File: src/rtl/mmt_pkg.sv
package mmt_pkg;
  // Classification of a presented miss in the cycle it arrives
  typedef enum logic [1:0] {
    MISS_NONE  = 2'd0,
    MISS_ALLOC = 2'd1,
    MISS_MERGE = 2'd2,
    MISS_STALL = 2'd3
  } miss_act_e;
endpackage

File: src/rtl/mmt_first_set.sv
// Lowest-index set bit finder
module mmt_first_set #(
  parameter int W = 8,
  localparam int IW = (W > 1) ? $clog2(W) : 1
) (
  input  logic [W-1:0]  vec,
  output logic          found,
  output logic [IW-1:0] idx
);
  always_comb begin
    found = |vec;
    idx   = '0;
    for (int i = W - 1; i >= 0; i--) begin
      if (vec[i]) idx = IW'(i);
    end
  end
endmodule

File: src/rtl/mmt_tag_match.sv
// Parallel line comparison against every live entry
module mmt_tag_match #(
  parameter int N  = 8,
  parameter int LW = 26,
  localparam int IW = (N > 1) ? $clog2(N) : 1
) (
  input  logic [N-1:0]         live,
  input  logic [N-1:0][LW-1:0] lines,
  input  logic [LW-1:0]        probe,
  output logic [N-1:0]         hit_vec,
  output logic                 hit_any,
  output logic [IW-1:0]        hit_idx
);
  for (genvar e = 0; e < N; e++) begin : g_cmp
    assign hit_vec[e] = live[e] && (lines[e] == probe);
  end

  assign hit_any = |hit_vec;

  // At most one entry can match, so an OR of indices is enough
  always_comb begin
    hit_idx = '0;
    for (int i = 0; i < N; i++) begin
      if (hit_vec[i]) hit_idx = hit_idx | IW'(i);
    end
  end
endmodule

File: src/rtl/mmt_counters.sv
// Bank of independent event counters
module mmt_counters #(
  parameter int NUM = 3,
  parameter int CW  = 16
) (
  input  logic                    clk,
  input  logic                    rst,
  input  logic [NUM-1:0]          inc,
  output logic [NUM-1:0][CW-1:0]  cnt
);
  for (genvar c = 0; c < NUM; c++) begin : g_cnt
    always_ff @(posedge clk) begin
      if (rst)         cnt[c] <= '0;
      else if (inc[c]) cnt[c] <= cnt[c] + CW'(1);
    end
  end
endmodule

File: src/rtl/miss_merge_table.sv
module miss_merge_table
  import mmt_pkg::*;
#(
  parameter int ADDR_W     = 32,
  parameter int ID_W       = 4,
  parameter int ENTRIES    = 8,
  parameter int SLOTS      = 4,
  parameter int LINE_BYTES = 64,
  parameter int CNT_W      = 16,
  localparam int OFF_W  = $clog2(LINE_BYTES),
  localparam int LINE_W = ADDR_W - OFF_W,
  localparam int IDX_W  = (ENTRIES > 1) ? $clog2(ENTRIES) : 1,
  localparam int SL_W   = (SLOTS > 1) ? $clog2(SLOTS) : 1
) (
  input  logic                    clk,
  input  logic                    rst,
  input  logic                    miss_valid,
  input  logic [ADDR_W-1:0]       miss_addr,
  input  logic [ID_W-1:0]         miss_id,
  output logic                    miss_stall,
  output logic                    dn_req_valid,
  input  logic                    dn_req_ready,
  output logic [LINE_W-1:0]       dn_req_line,
  output logic [IDX_W-1:0]        dn_req_tag,
  input  logic                    dn_rsp_valid,
  input  logic [IDX_W-1:0]        dn_rsp_tag,
  output logic                    wake_valid,
  output logic [LINE_W-1:0]       wake_line,
  output logic [SLOTS-1:0]        wake_mask,
  output logic [SLOTS*ID_W-1:0]   wake_ids,
  output logic [CNT_W-1:0]        cnt_miss,
  output logic [CNT_W-1:0]        cnt_squash,
  output logic [CNT_W-1:0]        cnt_fwd
);

  // ---------------- entry state ----------------
  logic [ENTRIES-1:0]              ent_live;
  logic [ENTRIES-1:0]              ent_sent;
  logic [ENTRIES-1:0][LINE_W-1:0]  ent_line;
  logic [SLOTS-1:0]                ent_occ [ENTRIES];
  logic [ID_W-1:0]                 ent_ids [ENTRIES][SLOTS];

  // ---------------- miss decode ----------------
  logic [LINE_W-1:0] miss_line;
  logic              unused_offset;
  assign miss_line     = miss_addr[ADDR_W-1:OFF_W];
  assign unused_offset = ^miss_addr[OFF_W-1:0];

  logic [ENTRIES-1:0] hit_vec;
  logic               hit_any;
  logic [IDX_W-1:0]   hit_idx;

  mmt_tag_match #(.N(ENTRIES), .LW(LINE_W)) u_match (
    .live    (ent_live),
    .lines   (ent_line),
    .probe   (miss_line),
    .hit_vec (hit_vec),
    .hit_any (hit_any),
    .hit_idx (hit_idx)
  );

  logic             free_found;
  logic [IDX_W-1:0] free_idx;
  mmt_first_set #(.W(ENTRIES)) u_free (
    .vec   (~ent_live),
    .found (free_found),
    .idx   (free_idx)
  );

  logic [SLOTS-1:0] hit_occ;
  logic             slot_found;
  logic [SL_W-1:0]  slot_idx;
  assign hit_occ = ent_occ[hit_idx];

  mmt_first_set #(.W(SLOTS)) u_slot (
    .vec   (~hit_occ),
    .found (slot_found),
    .idx   (slot_idx)
  );

  miss_act_e miss_act;
  always_comb begin
    if (!miss_valid)      miss_act = MISS_NONE;
    else if (hit_any)     miss_act = slot_found ? MISS_MERGE : MISS_STALL;
    else                  miss_act = free_found ? MISS_ALLOC : MISS_STALL;
  end

  logic do_alloc, do_merge;
  assign do_alloc   = (miss_act == MISS_ALLOC);
  assign do_merge   = (miss_act == MISS_MERGE);
  assign miss_stall = (miss_act == MISS_STALL);

  // ---------------- downstream request ----------------
  logic             pend_found;
  logic [IDX_W-1:0] pend_idx;
  mmt_first_set #(.W(ENTRIES)) u_pend (
    .vec   (ent_live & ~ent_sent),
    .found (pend_found),
    .idx   (pend_idx)
  );

  logic             hold_q;
  logic [IDX_W-1:0] hold_idx_q;
  logic [IDX_W-1:0] sel_idx;
  logic             req_fire;

  assign sel_idx      = hold_q ? hold_idx_q : pend_idx;
  assign dn_req_valid = hold_q | pend_found;
  assign dn_req_line  = ent_line[sel_idx];
  assign dn_req_tag   = sel_idx;
  assign req_fire     = dn_req_valid & dn_req_ready;

  always_ff @(posedge clk) begin
    if (rst) begin
      hold_q     <= 1'b0;
      hold_idx_q <= '0;
    end else begin
      hold_q     <= dn_req_valid & ~dn_req_ready;
      hold_idx_q <= sel_idx;
    end
  end

  // ---------------- per-entry update ----------------
  for (genvar e = 0; e < ENTRIES; e++) begin : g_ent
    logic rsp_here, alloc_here, merge_here, send_here;
    assign rsp_here   = dn_rsp_valid && (dn_rsp_tag == IDX_W'(e));
    assign alloc_here = do_alloc && (free_idx == IDX_W'(e));
    assign merge_here = do_merge && (hit_idx == IDX_W'(e));
    assign send_here  = req_fire && (sel_idx == IDX_W'(e));

    always_ff @(posedge clk) begin
      if (rst) begin
        ent_live[e] <= 1'b0;
        ent_sent[e] <= 1'b0;
        ent_occ[e]  <= '0;
      end else if (rsp_here) begin
        ent_live[e] <= 1'b0;
        ent_sent[e] <= 1'b0;
        ent_occ[e]  <= '0;
      end else if (alloc_here) begin
        ent_live[e] <= 1'b1;
        ent_sent[e] <= 1'b0;
        ent_occ[e]  <= SLOTS'(1);
      end else begin
        if (send_here)  ent_sent[e] <= 1'b1;
        if (merge_here) ent_occ[e][slot_idx] <= 1'b1;
      end
    end

    // Payload storage without reset
    always_ff @(posedge clk) begin
      if (alloc_here) begin
        ent_line[e]   <= miss_line;
        ent_ids[e][0] <= miss_id;
      end else if (merge_here) begin
        ent_ids[e][slot_idx] <= miss_id;
      end
    end
  end

  // ---------------- wake-up beat ----------------
  logic join_rsp;
  assign join_rsp = do_merge && dn_rsp_valid && (hit_idx == dn_rsp_tag);

  always_ff @(posedge clk) begin
    if (rst) begin
      wake_valid <= 1'b0;
      wake_mask  <= '0;
    end else begin
      wake_valid <= dn_rsp_valid;
      if (dn_rsp_valid) begin
        wake_mask <= ent_occ[dn_rsp_tag];
        if (join_rsp) wake_mask[slot_idx] <= 1'b1;
      end
    end
  end

  always_ff @(posedge clk) begin
    if (dn_rsp_valid) begin
      wake_line <= ent_line[dn_rsp_tag];
      for (int s = 0; s < SLOTS; s++) begin
        if (join_rsp && (slot_idx == SL_W'(s)))
          wake_ids[s*ID_W +: ID_W] <= miss_id;
        else
          wake_ids[s*ID_W +: ID_W] <= ent_ids[dn_rsp_tag][s];
      end
    end
  end

  // ---------------- event counters ----------------
  logic [2:0][CNT_W-1:0] cnt_bank;
  mmt_counters #(.NUM(3), .CW(CNT_W)) u_cnt (
    .clk (clk),
    .rst (rst),
    .inc ({do_alloc, do_merge, do_alloc | do_merge}),
    .cnt (cnt_bank)
  );
  assign cnt_miss   = cnt_bank[0];
  assign cnt_squash = cnt_bank[1];
  assign cnt_fwd    = cnt_bank[2];

endmodule

File: config.mk
export PLATFORM = sky130hd
export DESIGN_NAME = miss_merge_table
export DESIGN_NICKNAME = d
export VERILOG_FILES = /design/src/rtl/mmt_pkg.sv /design/src/rtl/mmt_first_set.sv /design/src/rtl/mmt_tag_match.sv /design/src/rtl/mmt_counters.sv /design/src/rtl/miss_merge_table.sv
export SDC_FILE = /design/constraint.sdc
export NUM_CORES = 1
export LEC_CHECK = 0
export ABC_AREA = 1
export BUFFER_PORTS_ARGS = -buffer_cell sky130_fd_sc_hd__buf_2
export CELL_PAD_IN_SITES_DETAIL_PLACEMENT = 0
export CELL_PAD_IN_SITES_GLOBAL_PLACEMENT = 1
export CORE_MARGIN = 1
export CORE_UTILIZATION = 36
export CTS_CLUSTER_SIZE = 20
export DETAILED_ROUTE_END_ITERATION = 10
export PLACE_DENSITY = 0.79
export SLEW_MARGIN = 20
export SYNTH_ARGS = -nofsm -noshare
export SYNTH_HDL_FRONTEND = slang
export SYNTH_HIERARCHICAL = 1
export SYNTH_SLANG_ARGS = --single-unit
File: constraint.sdc
create_clock -name clk -period 5.25 [get_ports clk]
set_input_delay 1.05 -clock clk [delete_from_list [all_inputs] [get_ports clk]]
set_output_delay 1.05 -clock clk [all_outputs]
set_load 0.01 [all_outputs]
**After elaboration in Yosys (flattened, before gate mapping)**

Memories as Yosys holds them, arrays and structs flattened.
Cells that the tools add are included.

- Add/subtract/negate cells: 3
- Order comparisons: 6
- Eq/ne operators: 43
- Mux-type cells: 260
- Bitwise operators: 91
- Reduce and logical (&&, ||, !) cells: 80

Operators by type and width:

| cell | number |
|---|---|
| two-way mux 16 bit | 22 |
| == test 26 bit | 8 |
| two-way mux 1 bit | 165 |
| binary-select mux 26 bit (select 3 bit) | 2 |
| two-way mux 4 bit | 30 |
| OR reduction 16 bit | 7 |
| two-way mux 3 bit | 28 |
| bitwise OR 1 bit | 82 |
| two-way mux 26 bit | 2 |
| adder 16 x 1 -> 16 bit, second input constant | 3 |
| == test 3 bit, second input constant | 16 |
| logical AND 1 bit | 48 |
| == test 3 x 2 -> 1 bit, second input constant | 8 |
| OR reduction 3 bit | 8 |
| OR reduction 8 bit | 3 |
| two-way mux 2 bit | 9 |
| inverter 8 bit | 2 |
| OR reduction 2 bit | 8 |
| == test 3 x 1 -> 1 bit, second input constant | 4 |
| zero test 3 bit | 4 |
| AND 8 bit | 1 |
| demux 4 bit (select 2 bit) | 1 |
| == test 2 bit, second input constant | 4 |
| less-than comparator 3 x 4 -> 1 bit, second input constant | 2 |
| 14 further kinds | 16 |

- Register bits: 323
- Bits in writable memories: 160
- Bits of input ports: 44
- Output and inout port bits: 126
- Logic and storage cells: 518
- Memories: 2

Memory list:

| name | depth | bits a word | read ports | clocked after memory_dff | wr ports | line | text |
|---|---|---|---|---|---|---|---|
| ent_ids | 8 | 16 | 1 | 0 | 1 | miss_merge_table.sv:41 | `logic [ID_W-1:0] ent_ids [ENTRIES][SLOTS];` |
| ent_occ | 8 | 4 | 2 | 0 | 8 | miss_merge_table.sv:40 | `logic [SLOTS-1:0] ent_occ [ENTRIES];` |

**Depth between registers and ports, before layout**

Gate-level depths: netlist (run 1).
An unclocked memory read counts as a cell.

- Word-level depth: 30
- Mapped depth: 32
- Gate-level depth less buffers: 30

**By module**

The synthesis (run 1) kept the hierarchy.

Modules (own cells, without submodules):

| module | instances | cells each | area an instance (sq um) | sequential area each (sq um) |
|---|---|---|---|---|
| miss_merge_table | 1 | 2199 | 20166.8 | 12812.3 |
| mmt_tag_match | 1 | 821 | 3706.1 | 0.0 |
| mmt_counters | 1 | 353 | 2356.0 | 960.9 |
| mmt_first_set at u_free ... | 2 | 22 | 98.8 | 0.0 |
| mmt_first_set at u_slot | 1 | 9 | 46.3 | 0.0 |

**Worst setup path after synthesis (run 1)**

No wires, ideal clock.

- Path kind: input -> register
- From: in miss_addr[9]
- To: mem ent_ids[1][0] in the netlist's numbering (enable)
- Data arrival time: 5.253 ns
- Required time: 4.981 ns
- Path slack: -0.273 ns
- Stages on the path: 28
- Buffers on the path: 1
- Path through: buf_2 > inv_2 > nand2_1 > nand2_1 > inv_1 > nand2_1 > nor2_1 > nand2_1 > nor2_2 > nand2_2 > nand4_1 > clkinv_1 > nand2_1 > or2_2 > o211ai_1 > nand2_1 > nand2_1 > inv_1 > nand4_1 > a21oi_1 > ha_1 > inv_1 > nor2_1 > inv_1 > nor2_1 > inv_1 > nand2_1 > nor2_1

- Elaborated cells on any way between the ends: 153

RTL lines:

| element | line | text |
|---|---|---|
| start: declaration | miss_merge_table.sv:18 | `input logic [ADDR_W-1:0] miss_addr,` |
| == test 26 bit | mmt_tag_match.sv:15 | `assign hit_vec[e] = live[e] && (lines[e] == probe);` |
| logical AND 1 bit | mmt_tag_match.sv:15 |  |
| two-way mux 1 bit | mmt_tag_match.sv:24 | `if (hit_vec[i]) hit_idx = hit_idx \| IW'(i);` |
| two-way mux 2 bit (2 in series) | mmt_tag_match.sv:24 |  |
| two-way mux 3 bit (3 in series) | mmt_tag_match.sv:24 |  |
| two-way mux 3 bit (*) | mmt_tag_match.sv:24 |  |
| via hit_idx[0] | miss_merge_table.sv:51 | `logic [IDX_W-1:0] hit_idx;` |
| memory (8 x 4 bit) (*) | -- |  |
| [... 2 more ...] | -- |  |
| via slot_found | miss_merge_table.sv:71 | `logic slot_found;` |
| [... 4 more ...] | -- |  |
| via do_alloc | miss_merge_table.sv:88 | `logic do_alloc, do_merge;` |
| logical AND 1 bit (*) | miss_merge_table.sv:127 | `assign alloc_here = do_alloc && (free_idx == IDX_W'(e));` |
| via g_ent[1].alloc_here | miss_merge_table.sv:125 | `logic rsp_here, alloc_here, merge_here, send_here;` |
| two-way mux 1 bit | miss_merge_table.sv:152 | `if (alloc_here) begin` |
| two-way mux 1 bit (not written as such) or two-way mux 16 bit (tied branches) | miss_merge_table.sv:154, miss_merge_table.sv:156 |  |
| bitwise OR 1 bit (no source line) | -- |  |
| OR reduction 16 bit (no source line) | -- |  |
| two-way mux 3 bit (no source line) or two-way mux 16 bit (tied branches) (7 in series) | -- |  |
| end: declaration | miss_merge_table.sv:41 |  |

Mark *: on every way through the listed nets, which the timed path passes. The rest lies on a longest branch.

**Worst setup path after layout (run 1)**

- From: in miss_addr[7]
- To: out miss_stall

- Word-level cells in the longest chain between the ends: 16
- Elaborated cells on any way between the ends: 31

Ends and longest elaborated chain:

| element | line | text |
|---|---|---|
| == test 26 bit | mmt_tag_match.sv:15 |  |
| logical AND 1 bit | mmt_tag_match.sv:15 |  |
| two-way mux 1 bit | mmt_tag_match.sv:24 |  |
| two-way mux 2 bit (2 in series) | mmt_tag_match.sv:24 |  |
| two-way mux 3 bit (3 in series) | mmt_tag_match.sv:24 |  |
| two-way mux 3 bit (*) | mmt_tag_match.sv:24 |  |
| via hit_idx[0] | miss_merge_table.sv:51 |  |
| memory (8 x 4 bit) (*) | -- |  |
| inverter 4 bit (*) | miss_merge_table.sv:76 | `.vec (~hit_occ),` |
| OR reduction 4 bit (*) | mmt_first_set.sv:11 | `found = \|vec;` |
| via slot_found | miss_merge_table.sv:71 |  |
| two-way mux 1 bit (*) | miss_merge_table.sv:84 | `else if (hit_any) miss_act = slot_found ? MISS_MERGE : MISS_STALL;` |
| two-way mux 2 bit (*) | miss_merge_table.sv:84 |  |
| two-way mux 2 bit (*) | miss_merge_table.sv:83 | `if (!miss_valid) miss_act = MISS_NONE;` |
| == test 2 bit (*) | miss_merge_table.sv:91 | `assign miss_stall = (miss_act == MISS_STALL);` |
| end: declaration | miss_merge_table.sv:20 | `output logic miss_stall,` |

Marks and branches as above.

==> results of run 1 <==
## worst max path at each step
stage                        startpoint                       to  slack [ps]
after floorplan            miss_addr[9]  ent_ids[3][0]$_DFFE_PP_        -230
after global routing      miss_addr[22]               miss_stall         -70
after detailed placement  miss_addr[15]  ent_ids[3][6]$_DFFE_PP_        -230
final                      miss_addr[7]               miss_stall         130
after CTS                  miss_addr[9]               miss_stall          10
after global placement    miss_addr[22]  ent_ids[3][6]$_DFFE_PP_        -180
## flip-flops by register name, indices dropped and copies added (netlist names)
signal and cells:
ent_ids 128, hold_idx_q 3, hold_q 1, wake_valid 1, ent_live 8, wake_line 26
ent_sent 8, ent_line 208, u_cnt/cnt 48, ent_occ 32, wake_ids 16, wake_mask 4
## layout make-up
| type | instances | area, µm² | share of cell area (%) |
|---|---|---|---|
| clock buffers | 62 | 1460 | 4.54 |
| inverters | 314 | 1200 | 3.71 |
| well taps | 959 | 1200 | 3.72 |
| diodes | 1 | 2.50 | 0.00776 |
| repair buffers | 407 | 3050 | 9.47 |
| multi-input cells | 2478 | 11000 | 33.9 |
| flip-flops and latches | 483 | 13800 | 42.7 |
| clock inverters | 41 | 617 | 1.91 |
## cells in the final DEF (no fill, tap or decap), types with 22 or more instances in the layout
| master | count |
|---|---|
| a21oi_1 | 53 |
| a22oi_1 | 22 |
| nor2_1 | 234 |
| inv_1 | 278 |
| nand2_1 | 1636 |
| clkbuf_16 | 56 |
| nand3_1 | 148 |
| edfxtp_1 | 410 |
| buf_2 | 151 |
| o21ai_0 | 69 |
| buf_12 | 28 |
| dfxtp_1 | 73 |
| xnor2_1 | 65 |
| inv_2 | 28 |
| nand4_1 | 93 |
| buf_4 | 211 |
## routing by layer
metal,global-route usage [%],up-vias,wire [µm]
met3,3.79,163,7810
met5,0,-,23
met4,7.81,4,2920
met2,40.9,1049,43700
li1,-,11600,-
met1,34.4,11300,40200
## what timing repair did
action | in CTS | in global routing
gates cloned | 0 | 1
endpoints found under the hold margin | 0 | 0
hold buffers | 0 | 0
buffers inserted | 0 | 7
endpoints found under the setup margin | 1 | 1
pin swaps | 1 | 11
gates resized for setup | 8 | 50
## worst max-delay path, delay by kind of cell
kind / cells / cell delay, ps
fa+ha+maj: 1 / 160
compound gates: 3 / 360
buf+inv: 8 / 1210
simple gates: 11 / 1270
## power by group through the flow
stage                     registers (mW)  clock network, mW  logic (mW)
after floorplan                     4.38                  0       0.617
after global placement              4.38                  0        1.13
after detailed placement            4.39                  0        1.13
after CTS                           4.30               4.48        1.14
after global routing                4.31               4.63        1.26
final                               4.31               4.41        1.16
==> flow_metrics.py, run 1 <==
metrics = {
    "run_status": {
        "status": "finished, final reports clean",
    },
    "finish": {
        "fill_cells": 7287,
        "area_delta_synth_final_pct": 22.0,
        "fin_area_um2": 32300,
        "nNetsFinal": 3790,
        "post-route-util_pct": 44.3,
        "drive_above_1_share_pct": 16.3,
        "final-instance-count-excl-fill": 4745,
    },
    "power_and_ir_drop": {
        "swShare_pct": 25.5,
        "switchingPower_mw": 2.52,
        "power_frac_comb_pct": 11.7,
        "clock_power_share_pct": 44.7,
        "peakVddDrop_mv": 0.246,
        "p_int_mw": 7.36,
        "total_leakage_power_nw": 14.5,
        "powerDensity_nw_per_um2": 306,
        "seqPwrFrac_pct": 43.6,
        "power_mw": 9.88,
    },
    "global_route": {
        "grt.overflow.total": 0,
        "antenna_found_initial": 6,
        "grt_max_degree": 79,
        "grt_first_pass_wirelength_um": 141000,
        "grt_pass1_vias": 22300,
        "grt.total_usage_pct": 25.2,
    },
    "setup_path": {
        "ff2ff_path_depth": 30,
        "crit_chain": "buf_2, inv_1, nand2_1, nand3_1, nor2_1, nand2_1, nor2_1, nand2_1, nand4_1, buf_4, buf_2, nor2_1, o21ai_2, o211ai_1, nand2_1, nand2_1, inv_1, nand4_1, buf_4, a21oi_4, buf_4, ha_2, buf_6",
        "worstPathMaxFanout": 8,
        "slowest_stage": "buf_4",
        "critPathMaxStageDelay_ps": 220,
        "crit_required_ps": 4200,
        "critPathLaunchType": "input pin",
        "cp.arrival_ps": 4070,
        "r2r_end": "ent_ids[1][7]$_DFFE_PP_",
        "path_class": "input pin to output pin",
        "endpoint_kind": "output pin",
        "r2r-start": "ent_live[1]$_SDFFE_PP0P_",
        "reg2reg_slack_ps": 520,
        "path_common_cell": "nand2_1",
    },
    "sta": {
        "worst_slew_pin_slew_ps": 1120,
        "maxSlewHeadroom_pct": 25.4,
        "fin_skew_ps": 40.2,
        "fin_setup_tns_ps": 0,
        "fin_hold_ws_ps": 461,
        "period_minus_slack_ps": 5120,
        "slew_viol_final": 0,
        "setup_viol": 0,
        "period_share_pct": 97.5,
        "fmax_mhz": 195,
        "finalHoldViolCount": 0,
        "worst_slack_ps": 129,
    },
    "min_path": {
        "hold_class": "flip-flop to flip-flop",
        "whs_endpoint": "ent_sent[6]$_SDFFE_PP0P_",
        "whs_path_depth": 2,
        "worst_hold_startpoint": "ent_sent[6]$_SDFFE_PP0P_",
    },
    "clocking": {
        "cts_sinks": 483,
        "cts_tree": "built",
        "clk_latency_ps": 650,
        "cts_buffers": 56,
        "cts_root_buf": "clkbuf_16",
        "cts_max_level": 2,
        "clockBufferDepth": 3,
        "path_clk_slew_ps": 60,
    },
    "place": {
        "io_buffers": 163,
        "pre_cts_ws_ps": -231,
        "finalWeightedCongestion": 0.963,
        "dpl-instance-area_um2": 29900,
        "dpl.hpwl_um": 64500,
        "place_inst": 4633,
    },
    "floorplanning": {
        "core_area_um2": 72800,
        "die_h_um": 273,
        "die_area_um2": 74500,
        "boundaryPins": 170,
        "rows": 99,
        "start_util_pct": 36.3,
        "fp.dieW_um": 273,
    },
    "route": {
        "wire_per_inst_um": 19.9,
        "drt_iter0_markers": 2536,
        "drt-pass1-iter-count": 6,
        "drc": 0,
        "via_count": 24100,
        "wl_um": 94700,
        "viasPerCell": 5.08,
        "detail-route-antenna-nets": 0,
    },
    "yosys": {
        "synth_cells": 3418,
        "syn_avg_cell_area_um2": 7.74,
        "syn_nets": 3468,
        "yosysWarnings": 6,
        "syn_area_um2": 26400,
    },
    "run": {
        "cap_violations": 0,
    },
}
Power figures use the tool's default switching activity.
==> run 2, diff against run 1 <==
--- a/config.mk
+++ b/config.mk
@@ -7,12 +7,13 @@
 export LEC_CHECK = 0
 export ABC_AREA = 1
 export BUFFER_PORTS_ARGS = -buffer_cell sky130_fd_sc_hd__buf_2
-export CELL_PAD_IN_SITES_DETAIL_PLACEMENT = 0
+export CELL_PAD_IN_SITES_DETAIL_PLACEMENT = 1
 export CELL_PAD_IN_SITES_GLOBAL_PLACEMENT = 1
 export CORE_MARGIN = 1
 export CORE_UTILIZATION = 36
 export CTS_CLUSTER_SIZE = 20
 export DETAILED_ROUTE_END_ITERATION = 10
+export GPL_TIMING_DRIVEN = 0
 export PLACE_DENSITY = 0.79
 export SLEW_MARGIN = 20
 export SYNTH_ARGS = -nofsm -noshare
==> run 2 against run 1 <==
Sequential power about the same; highest routed layer unchanged; fmax down 2.0%; critical path depth up 1.
==> flow_metrics.py, run 2 (synthesis results as in run 1) <==
metrics = {
    "finish": {
        "drive_above_1_share_pct": 13.9,
        "fill_cells": 8887,
        "post-route-util_pct": 43.0,
        "area_delta_synth_final_pct": 18.3,
        "top_register": "ent_line",
        "multi_input_area_um2": 11100,
        "largest_registers": "ent_line x208, ent_ids x128, u_cnt/cnt x48",
        "layout_commonest_cell": "nand2_1",
        "nNetsFinal": 3718,
        "largest_reg_flops": 208,
        "ff_latch_area_um2": 13800,
        "final_cell_mix": "nand2_1, edfxtp_1, inv_1",
        "fin_area_um2": 31300,
    },
    "power_and_ir_drop": {
        "total_leakage_power_nw": 13.9,
        "swShare_pct": 28.2,
        "power_frac_comb_pct": 13.4,
        "powerDensity_nw_per_um2": 310,
        "switchingPower_mw": 2.73,
        "seqPwrFrac_pct": 44.4,
        "p_int_mw": 6.97,
        "clock_power_share_pct": 42.2,
        "peakVddDrop_mv": 0.304,
    },
    "route": {
        "drt_iter0_markers": 3069,
        "wl_um": 123000,
        "wire_per_inst_um": 26.3,
        "drc": 0,
        "drt-pass1-iter-count": 5,
        "detail-route-antenna-nets": 0,
        "viasPerCell": 5.59,
        "via_count": 26100,
    },
    "setup_path": {
        "crit_required_ps": 4200,
        "path_class": "input pin to output pin",
        "r2r-start": "ent_line[84]$_DFFE_PP_",
        "crit_path_start": "miss_addr[26]",
        "critPathLaunchType": "input pin",
        "cp.arrival_ps": 4170,
        "worstPathMaxFanout": 9,
        "endpoint_kind": "output pin",
    },
    "floorplanning": {
        "boundaryPins": 170,
        "die_area_um2": 74500,
        "die_h_um": 273,
        "start_util_pct": 36.3,
        "fp.dieW_um": 273,
        "rows": 99,
        "core_area_um2": 72800,
    },
    "sta": {
        "fin_setup_tns_ps": 0,
        "maxSlewHeadroom_pct": 16.4,
        "fin_skew_ps": 39.2,
        "fmax_mhz": 191,
        "slew_viol_final": 0,
        "setup_viol": 0,
        "period_share_pct": 99.5,
        "period_minus_slack_ps": 5220,
        "fin_hold_ws_ps": 470,
        "finalHoldViolCount": 0,
        "worst_slew_pin_slew_ps": 1250,
    },
    "clocking": {
        "cts_buffers": 55,
        "cts_max_level": 2,
        "path_clk_slew_ps": 60,
        "cts_tree": "built",
        "cts_sinks": 483,
        "clk_latency_ps": 660,
        "clockBufferDepth": 3,
        "cts_root_buf": "clkbuf_16",
    },
    "place": {
        "finalWeightedCongestion": 1.02,
        "io_buffers": 162,
        "dpl.hpwl_um": 88600,
        "dpl-instance-area_um2": 28800,
    },
    "global_route": {
        "grt.total_usage_pct": 32.5,
        "grt_first_pass_wirelength_um": 175000,
        "grt_max_degree": 46,
        "grt_pass1_vias": 25800,
        "grt.overflow.total": 0,
        "antenna_found_initial": 8,
    },
    "min_path": {
        "hold_class": "flip-flop to flip-flop",
        "worst_hold_startpoint": "ent_sent[3]$_SDFFE_PP0P_",
    },
    "run_status": {
        "status": "finished, final reports clean",
    },
    "run": {
        "cap_violations": 0,
    },
}
==> run 2: changes by cell type in the layout (fill, tap and decap cells not counted), sizes merged <==
cell	previous run	this run
buf	397	286
clkbuf	72	118
bufinv	15	9
clkinv	27	21
inv	311	316
clkinvlp	2	3
==> run 2: critical path: stages <==
cell     delay [ps]
buf_2           190
buf_6           170
inv_2            90
nand2_1         120
nand2_1          60
inv_1            50
nand2_1         110
nor2_2          200
nand2_1         100
nor2_2          160
nand2_1         110
nand2_2          90
nor2_4           60
inv_4           130
inv_2           120
nand2_2         130
o22ai_1          90
o21ai_1         150
nand2_1          80
inv_2            70
nand4_1         240
a21oi_2         260
ha_2            190
buf_4           130
==> run 2: power by group through the flow <==
stage                     Sequential (mW)  Clock (mW)  Combinational, mW
after floorplan                      4.38           0              0.617
after global placement               4.39           0               1.18
after detailed placement             4.39           0               1.22
after CTS                            4.31        4.13               1.23
after global routing                 4.31        4.26               1.37
final                                4.31        4.10               1.30
==> run 2: through the flow <==
stage / cells / power (mW) / worst slack (ps)
final: 4674 / 9.70 / 26.3
after global routing: 4674 / 9.94 / -28.2
after CTS: 4666 / 9.67 / 0.214
after detailed placement: 4549 / 5.60 / -1890
after global placement: 4539 / 5.56 / -4490
after floorplan: 3418 / 5.00 / -233
==> run 2: worst paths after layout <==
| check | to | slack [ps] | cells after the start |
|---|---|---|---|
| setup / recovery | miss_stall | 30 | 24 |
| hold / removal | ent_sent[3]$_SDFFE_PP0P_ | 470 | 2 |
| setup reg to reg | ent_ids[4][6]$_DFFE_PP_ | 360 | 24 |
| hold reg to reg | ent_sent[3]$_SDFFE_PP0P_ | 470 | 2 |
==> run 2: routing by layer <==
| metal | wire, µm | track usage (%) |
|---|---|---|
| met1 | 47800 | 42.3 |
| met3 | 13300 | 7.17 |
| met2 | 54800 | 51.0 |
| met5 | 106 | 0 |
| met4 | 6710 | 15.9 |
==> run 2: final cells by class <==
cell class	count	area share [%]
clock inverter	35	1.39
tap	959	3.84
inverter	314	3.82
buffer	139	2.69
clock buffer	68	4.55
antenna	1	0.00800
timing repair buffer	197	4.27
multi-input combinational	2478	35.4
sequential	483	44.0
==> run 2: repair_timing <==
item | CTS | global route
gates cloned | 1 | 1
hold buffers | 0 | 0
pin swaps | 11 | 12
setup buffers | 14 | 9
endpoints found under the setup margin | 439 | 194
gates resized for setup | 66 | 89
